--- config.mk ---
export PLATFORM = sky130hd
export DESIGN_NAME = pxl_page_xlate
export DESIGN_NICKNAME = d
export VERILOG_FILES = /design/src/rtl/pxl_pkg.sv /design/src/rtl/pxl_addr_split.sv /design/src/rtl/pxl_pte_check.sv /design/src/rtl/pxl_page_xlate.sv
export SDC_FILE = /design/constraint.sdc
export NUM_CORES = 1
export LEC_CHECK = 0
export CAP_MARGIN = 20
export CORE_ASPECT_RATIO = 1.75
export CORE_MARGIN = 3
export CORE_UTILIZATION = 30
export CTS_CLUSTER_DIAMETER = 80
export CTS_CLUSTER_SIZE = 20
export DETAILED_ROUTE_END_ITERATION = 8
export DONT_BUFFER_PORTS = 1
export PLACE_DENSITY = 0.52
export SYNTH_ARGS = -nofsm -noshare
export SYNTH_HDL_FRONTEND = slang
export SYNTH_SLANG_ARGS = --single-unit
--- constraint.sdc ---
create_clock -name clk -period 1.9 [get_ports clk]
set_clock_uncertainty 0.1 [all_clocks]
set_input_delay 0.095 -clock clk [delete_from_list [all_inputs] [get_ports clk]]
set_output_delay 0.095 -clock clk [all_outputs]
set_load 0.01 [all_outputs]
--- src/rtl/pxl_pkg.sv ---
package pxl_pkg;
  typedef enum logic [1:0] {
    FLT_NONE   = 2'd0,
    FLT_BOUNDS = 2'd1,
    FLT_ABSENT = 2'd2,
    FLT_PROT   = 2'd3
  } fault_e;

  localparam int PTE_VALID = 0;
  localparam int PTE_PROT  = 1;
  localparam int PTE_CACHE = 2;
  localparam int PTE_REF   = 3;
  localparam int PTE_DIRTY = 4;
  localparam int PTE_FLAGS = 5;

  typedef enum logic [2:0] {
    ST_IDLE = 3'd0,
    ST_RD   = 3'd1,
    ST_WT   = 3'd2,
    ST_WB   = 3'd3,
    ST_DONE = 3'd4
  } state_e;
endpackage

--- src/rtl/pxl_addr_split.sv ---
module pxl_addr_split #(
  parameter int OFF_W  = 2,
  parameter int PAGE_W = 4,
  parameter int MEM_AW = 6
) (
  input  logic [PAGE_W+OFF_W-1:0] laddr,
  input  logic [PAGE_W:0]         len,
  input  logic [MEM_AW-1:0]       base,
  output logic [OFF_W-1:0]        offset,
  output logic                    in_bounds,
  output logic [MEM_AW-1:0]       pte_addr
);
  localparam int PAD_W = MEM_AW - PAGE_W;

  logic [PAGE_W-1:0] page;
  logic [MEM_AW-1:0] page_ext;

  assign page      = laddr[PAGE_W+OFF_W-1:OFF_W];
  assign offset    = laddr[OFF_W-1:0];
  assign in_bounds = {1'b0, page} < len;
  assign page_ext  = {{PAD_W{1'b0}}, page};
  assign pte_addr  = base + page_ext;
endmodule

--- src/rtl/pxl_pte_check.sv ---
module pxl_pte_check
  import pxl_pkg::*;
#(
  parameter int OFF_W   = 2,
  parameter int FRAME_W = 4
) (
  input  logic [FRAME_W+PTE_FLAGS-1:0] pte,
  input  logic                         is_write,
  input  logic [OFF_W-1:0]             offset,
  output fault_e                       fault,
  output logic [FRAME_W+OFF_W-1:0]     paddr,
  output logic [FRAME_W+PTE_FLAGS-1:0] new_pte,
  output logic                         need_wb
);
  logic [FRAME_W+PTE_FLAGS-1:0] set_mask;

  always_comb begin
    if (!pte[PTE_VALID])                fault = FLT_ABSENT;
    else if (is_write && !pte[PTE_PROT]) fault = FLT_PROT;
    else                                 fault = FLT_NONE;
  end

  always_comb begin
    set_mask            = '0;
    set_mask[PTE_REF]   = 1'b1;
    set_mask[PTE_DIRTY] = is_write;
  end

  assign paddr   = {pte[FRAME_W+PTE_FLAGS-1:PTE_FLAGS], offset};
  assign new_pte = pte | set_mask;
  assign need_wb = (fault == FLT_NONE) && (new_pte != pte);
endmodule

--- src/rtl/pxl_page_xlate.sv ---
module pxl_page_xlate
  import pxl_pkg::*;
#(
  parameter int OFF_W   = 2,
  parameter int PAGE_W  = 4,
  parameter int FRAME_W = 4,
  parameter int MEM_AW  = 6,
  localparam int LA_W   = PAGE_W + OFF_W,
  localparam int PA_W   = FRAME_W + OFF_W,
  localparam int PTE_W  = FRAME_W + PTE_FLAGS
) (
  input  logic              clk,
  input  logic              rst,
  input  logic              cfg_base_we,
  input  logic [MEM_AW-1:0] cfg_base_wdata,
  input  logic              cfg_len_we,
  input  logic [PAGE_W:0]   cfg_len_wdata,
  input  logic              req_valid,
  output logic              req_ready,
  input  logic [LA_W-1:0]   req_laddr,
  input  logic              req_write,
  output logic              rsp_valid,
  output logic [PA_W-1:0]   rsp_paddr,
  output logic [1:0]        rsp_fault,
  output logic              mem_req,
  output logic              mem_we,
  output logic [MEM_AW-1:0] mem_addr,
  output logic [PTE_W-1:0]  mem_wdata,
  input  logic [PTE_W-1:0]  mem_rdata
);
  state_e             state;
  logic [MEM_AW-1:0]  base_q;
  logic [PAGE_W:0]    len_q;
  logic [OFF_W-1:0]   off_q;
  logic               wr_q;
  logic [PA_W-1:0]    paddr_q;

  logic [OFF_W-1:0]   req_off;
  logic               req_in_bounds;
  logic [MEM_AW-1:0]  req_pte_addr;
  fault_e             chk_fault;
  logic [PA_W-1:0]    chk_paddr;
  logic [PTE_W-1:0]   chk_new_pte;
  logic               chk_need_wb;

  pxl_addr_split #(.OFF_W(OFF_W), .PAGE_W(PAGE_W), .MEM_AW(MEM_AW)) split_i (
    .laddr    (req_laddr),
    .len      (len_q),
    .base     (base_q),
    .offset   (req_off),
    .in_bounds(req_in_bounds),
    .pte_addr (req_pte_addr)
  );

  pxl_pte_check #(.OFF_W(OFF_W), .FRAME_W(FRAME_W)) check_i (
    .pte     (mem_rdata),
    .is_write(wr_q),
    .offset  (off_q),
    .fault   (chk_fault),
    .paddr   (chk_paddr),
    .new_pte (chk_new_pte),
    .need_wb (chk_need_wb)
  );

  assign req_ready = (state == ST_IDLE);

  always_ff @(posedge clk) begin
    if (rst) begin
      base_q <= '0;
      len_q  <= '0;
    end else begin
      if (cfg_base_we) base_q <= cfg_base_wdata;
      if (cfg_len_we)  len_q  <= cfg_len_wdata;
    end
  end

  always_ff @(posedge clk) begin
    if (rst) begin
      state     <= ST_IDLE;
      off_q     <= '0;
      wr_q      <= 1'b0;
      paddr_q   <= '0;
      rsp_valid <= 1'b0;
      rsp_paddr <= '0;
      rsp_fault <= FLT_NONE;
      mem_req   <= 1'b0;
      mem_we    <= 1'b0;
      mem_addr  <= '0;
      mem_wdata <= '0;
    end else begin
      rsp_valid <= 1'b0;
      case (state)
        ST_IDLE: begin
          if (req_valid) begin
            off_q <= req_off;
            wr_q  <= req_write;
            if (req_in_bounds) begin
              mem_req  <= 1'b1;
              mem_we   <= 1'b0;
              mem_addr <= req_pte_addr;
              state    <= ST_RD;
            end else begin
              rsp_valid <= 1'b1;
              rsp_fault <= FLT_BOUNDS;
              rsp_paddr <= '0;
              state     <= ST_DONE;
            end
          end
        end
        ST_RD: begin
          mem_req <= 1'b0;
          state   <= ST_WT;
        end
        ST_WT: begin
          if (chk_fault != FLT_NONE) begin
            rsp_valid <= 1'b1;
            rsp_fault <= chk_fault;
            rsp_paddr <= '0;
            state     <= ST_DONE;
          end else if (chk_need_wb) begin
            mem_req   <= 1'b1;
            mem_we    <= 1'b1;
            mem_wdata <= chk_new_pte;
            paddr_q   <= chk_paddr;
            state     <= ST_WB;
          end else begin
            rsp_valid <= 1'b1;
            rsp_fault <= FLT_NONE;
            rsp_paddr <= chk_paddr;
            state     <= ST_DONE;
          end
        end
        ST_WB: begin
          mem_req   <= 1'b0;
          mem_we    <= 1'b0;
          rsp_valid <= 1'b1;
          rsp_fault <= FLT_NONE;
          rsp_paddr <= paddr_q;
          state     <= ST_DONE;
        end
        default: state <= ST_IDLE;
      endcase
    end
  end
endmodule

======== Word level (Yosys, flattened, before mapping) ========
Index checks and enable logic that the tools add are counted.
storage, ports and cells
  bits in registers ....................... 49
  output and inout port bits .............. 27
  word-level logic and storage cells ...... 72
operators by class
  add/sub/neg operators ................... 1
  magnitude comparators ................... 1
  equality and inequality tests ........... 10
  mux-type cells .......................... 30
  bitwise logic cells ..................... 2
  reductions and logical operators ........ 15
operator list
  kind                                                   count
  2-to-1 mux 6 bit                                       4
  case mux 6 bit (3 select lines)                        1
  2-to-1 mux 2 bit                                       6
  2-to-1 mux 3 bit                                       4
  case mux 3 bit (4 select lines)                        1
  2-to-1 mux 1 bit                                       10
  AND reduction 5 bit                                    2
  inequality test 9 bit                                  1
  bitwise OR 9 x 5 -> 9 bit                              1
  case mux 1 bit (3 select lines)                        3
  adder 6 x 4 -> 6 bit                                   1
  equality test 3 x 2 -> 1 bit, second input constant    2
  inequality test 2 bit, second input constant           3
  case mux 2 bit (3 select lines)                        1
  AND reduction 3 bit                                    2
  nonzero test 3 bit                                     2
  less-than comparator 4 x 5 -> 1 bit                    1
  inequality test 2 x 1 -> 1 bit, second input constant  2
  AND reduction 4 bit                                    1
  equality test 3 x 1 -> 1 bit, second input constant    1
  logical NOT 3 bit                                      1
  inequality test 3 bit, second input constant           1
  logical AND 1 bit                                      2
  logical NOT 2 bit                                      1
  5 further kinds                                        5

======== Logic depth before layout (Yosys ltp) ========
  word-level depth ........................ 9
  gate-level depth with buffers ........... 8
  mapped depth without buffers ............ 6

======== By module ========
From an unflattened synthesis, not the netlist that was laid out.
second synthesis, totals
  cell total of the unflattened synthesis .. 261
  area total of the unflattened synthesis .. 2408.6 um^2
modules (own cells, without submodules)
  module          instances  cells each  area each (um^2)
  pxl_page_xlate  1          206         2001.9
  pxl_addr_split  1          33          251.5
  pxl_pte_check   1          22          155.1

======== Worst setup path before layout ========
OpenSTA, ideal clock, no wires.
  path type ............................... register to register
  start ................................... register len_q[2]
  end ..................................... register rsp_paddr[0]
  library setup time ...................... 0.121 ns
  arrival ................................. 1.875 ns
  data required time ...................... 1.679 ns
  path slack .............................. -0.196 ns
  cell stages (with the launch flop) ...... 9
  path buffers ............................ 2
  path through ............................ dfxtp_1 -> inv_1 -> ha_1 -> a211oi_1 -> or3_1 -> buf_2 -> a211o_1 -> buf_6 -> mux2_4
between the ends
  word-level cells in the longest chain between the ends .. 3
RTL lines
  what                                    RTL line               RTL
  start: declaration                      pxl_page_xlate.sv:33   logic [PAGE_W:0] len_q;
  start signal: assignment                pxl_page_xlate.sv:73   if (cfg_len_we) len_q <= cfg_len_wdata;
  less-than comparator 4 x 5 -> 1 bit     pxl_addr_split.sv:20   assign in_bounds = {1'b0, page} < len;
  inequality test 2 bit (no source line)  n/a
  AND reduction 4 bit (no source line)    n/a
  end signal: assignment                  pxl_page_xlate.sv:129  rsp_paddr <= chk_paddr;
  end signal: assignment                  pxl_page_xlate.sv:138  rsp_paddr <= paddr_q;
  end: declaration                        pxl_page_xlate.sv:23   output logic [PA_W-1:0] rsp_paddr,
No other way between the ends.
A chain may end at the register's enable or synchronous reset.

======== Final worst setup path ========
  start ................................... register len_q[2]
  end ..................................... register rsp_paddr[3]
Same word-level chain as after synthesis.

==> reports/qor.yml <==
sta:
  finalSetupViolations: 7
  fmax_ghz: 0.4961
  fin_hold_ws_ns: -0.0009163
  hold_viol: 1
  max_slew_margin: 0.7973
  rsz0062_at_grt: "yes"
  fin_ws_ns: -0.1156
  maxSlewViolCount: 0
  fin_crit_sh: 1.061
  finalSetupTns_ns: -0.7418
  min_period_ns: 2.016
  worstMarginPinSlew_ns: 0.3034
flow_run:
  maxCapViolCount: 0
yosys:
  async_flop_share: 0
  synthCells: 250
  synth_fp_nets: 290
  netlist_area_um2: 2160
  synth_edf_count: 0
  synth_area_leader_cell: "dfxtp_1"
  synth_flop_cell: "dfxtp_1"
  ys_seq_area_frac: 0.4171
  synth_top_cell_area_share: 0.4171
  syn_area_per_cell_um2: 8.638
  synth.area.top_cells: "dfxtp_1 (42%), mux2i_1 (5.6%), nand2_1 (5.4%)"
  synth.distinct_cells: 42
  yosysWarnings: 0
  synth_seq_cells: 45
worst_setup_path:
  start_kind: "flop"
  r2r_slack_ns: -0.12
  critPathMaxFanout: 8
  slowest_stage: "a211o_4"
  worst-r2r-cell-count: 6
  crit_type: "flop to flop"
  startpoint: "len_q[2]"
  crit_path_end: "rsp_paddr[3]"
  cp_slowest_stage_delay_ns: 0.41
  crit_chain: "inv_2 > ha_4 > a211oi_4 > or3_4 > a211o_4 > mux2_4"
  crit_path_end_kind: "flop"
  r2r-start: "len_q[2]"
  arrival_ns: 2.09
  r2r-end: "rsp_paddr[3]"
  cp.required_ns: 1.97
grt:
  grt_pass1_wl_mm: 9.873
  grt_pass1_vias: 1961
  grt_max_degree: 42
  antenna_found_initial: 0
  grt_usage: 0.1505
  gr-total-overflow: 0
cts:
  clk_latency_ns: 0.28
  cts_made_buffers: 5
  clockBufferDepth: 2
  clock-sinks: 45
  clock-root-buffer: "clkbuf_16"
  path_clk_slew_ns: 0.06
  cts_tree: "built"
  cts.htree.levels: 2
power:
  p_leak_nw: 1.182
  seqPwrFrac: 0.434
  internal_power_w: 0.001799
  pwr_density_cell_nw_per_um2: 826.4
  power.switching_w: 0.0006162
  switching_share: 0.2551
  combinationalPowerShare: 0.191
  clkPwrFrac: 0.375
  peakVddDrop_mv: 0.6465
drt:
  first_pass_iters: 4
  routed-via-count: 1919
  wl_mm: 6.063
  drc: 0
  ant_nets: 0
  viasPerCell: 5.037
  drt-initial-drc-count: 62
  drt-wirelength-per-cell_um: 15.91
floorplanning:
  dieHeight_um: 118.2
  start_util: 0.3127
  die_w_um: 70.14
  io_pins: 59
  num_rows: 40
  dieArea_um2: 8293
  core_um2: 6907
placed_design:
  portBuffers: 0
  dp_slack_ns: -0.2131
  gp_congestion: 0.7961
  dp_hpwl_mm: 4.187
  placed_cells: 338
run_status:
  violations: "negative hold slack, negative setup slack"
  status: "finished, violations left"
worst_hold_path:
  hold_path.class: "input port to flop"
layout:
  stdcell_count: 381
  drive_gt1_frac: 0.1785
  final_nets: 336
  syn2layout_area_growth_pct: 35.34
  n_antenna_cell: 0
power by group through the flow:
stage / registers (W) / clock network [W] / logic, W
after floorplan: 0.00106 / 0 / 0.000259
after global placement: 0.00107 / 0 / 0.000344
after detailed placement: 0.00107 / 0 / 0.000348
after CTS: 0.00105 / 0.000947 / 0.000445
after global routing: 0.00106 / 0.000992 / 0.000508
final: 0.00105 / 0.000906 / 0.000460
layer usage:
layer  GRT usage  wire length (um)  vias up
li1            -                 -      961
met1      0.1408              2082      884
met2      0.2820              3350       62
met3     0.05362               461       12
met4     0.07074               168        0
met5           0                 0        -
kinds of logic after synthesis:
group           Yosys count  synth area share
simple gates             97            0.2150
compound gates           50            0.1437
mux                      18           0.09734
flops                    45            0.4171
fa+ha+maj                 8           0.04982
xor+xnor                  4           0.01623
buf+inv                  28           0.06083
state kept, by name, summed over array words and instances, names as in the netlist, 3 cells and up:
name,count
paddr_q,3
rsp_paddr,6
mem_wdata,8
base_q,6
len_q,5
state,3
mem_addr,6
repair_timing:
action	in CTS	in global routing
endpoints found under the hold margin	39	1
buffers inserted	1	0
cloned	0	0
endpoints found under the setup margin	8	15
pin swaps	4	2
hold buffers	33	1
resized for setup	4	6
layout by cell type, fill, tap and decap left out, drive strengths merged, types with 7 or more instances in the layout:
cell type and count:
dfxtp 45, dlygate4sd3 33, nand2 31, buf 26
a21oi 23, nor2 22, mux2i 12, nand4 9
nor2b 8, nand3 8, inv 8, ha 7
clkbuf 7
worst max-delay path: cells and delay by family (launching register included):
kind                       cells  cell delay, ns
buffers and inverters          1            0.04
and+or+nand+nor                1            0.38
muxes                          1            0.31
AOI/OAI and AO/OA              2            0.47
DFF                            1            0.33
adders and majority gates      1            0.27
per-stage QoR:
step           area [um^2]  utilization  total power, W
6_report              2923       0.4232        0.002415
5_1_grt               2923       0.4232        0.002557
3_5_place_dp          2362       0.3420        0.001417
4_1_cts               2887       0.4179        0.002440
3_3_place_gp          2362       0.3420        0.001413
2_1_floorplan         2185            -        0.001316
cell usage after synthesis, drive strengths merged (3+ instances only):
library cell / number
dfxtp: 45
nand2: 31
a21oi: 23
nor2: 22
mux2i: 12
buf: 11
clkbuf: 9
nand4: 9
inv: 8
nand3: 8
nor2b: 8
ha: 7
mux2: 6
a31oi: 5
nor3: 5
and3: 4
o21ai: 4
a211oi: 3
a21o: 3
nand2b: 3
or3: 3
worst min-delay path by stage:
stage / from / end / slack [ns] / cells past startpoint
6_report: rst / len_q[3] / -0.0009 / 2
5_1_grt: rst / len_q[3] / 0.01 / 2
4_1_cts: rst / rsp_paddr[0] / 0.001 / 2
3_5_place_dp: rst / len_q[2] / 0.08 / 1
3_3_place_gp: rst / len_q[2] / 0.07 / 1
2_1_floorplan: mem_rdata[5] / mem_wdata[5] / 0.13 / 2
cell type report:
cell class / instances / area [um^2]
Clock buffer: 7 / 152.6
Clock inverter: 1 / 5.005
Fill cell: 697 / 3984
Inverter: 8 / 30.03
Multi-Input combinational cell: 177 / 1189
Sequential cell: 45 / 903.4
Tap cell: 84 / 105.1
Timing Repair Buffer: 59 / 538.0
No activity file was read; power rests on OpenSTA's default activity.
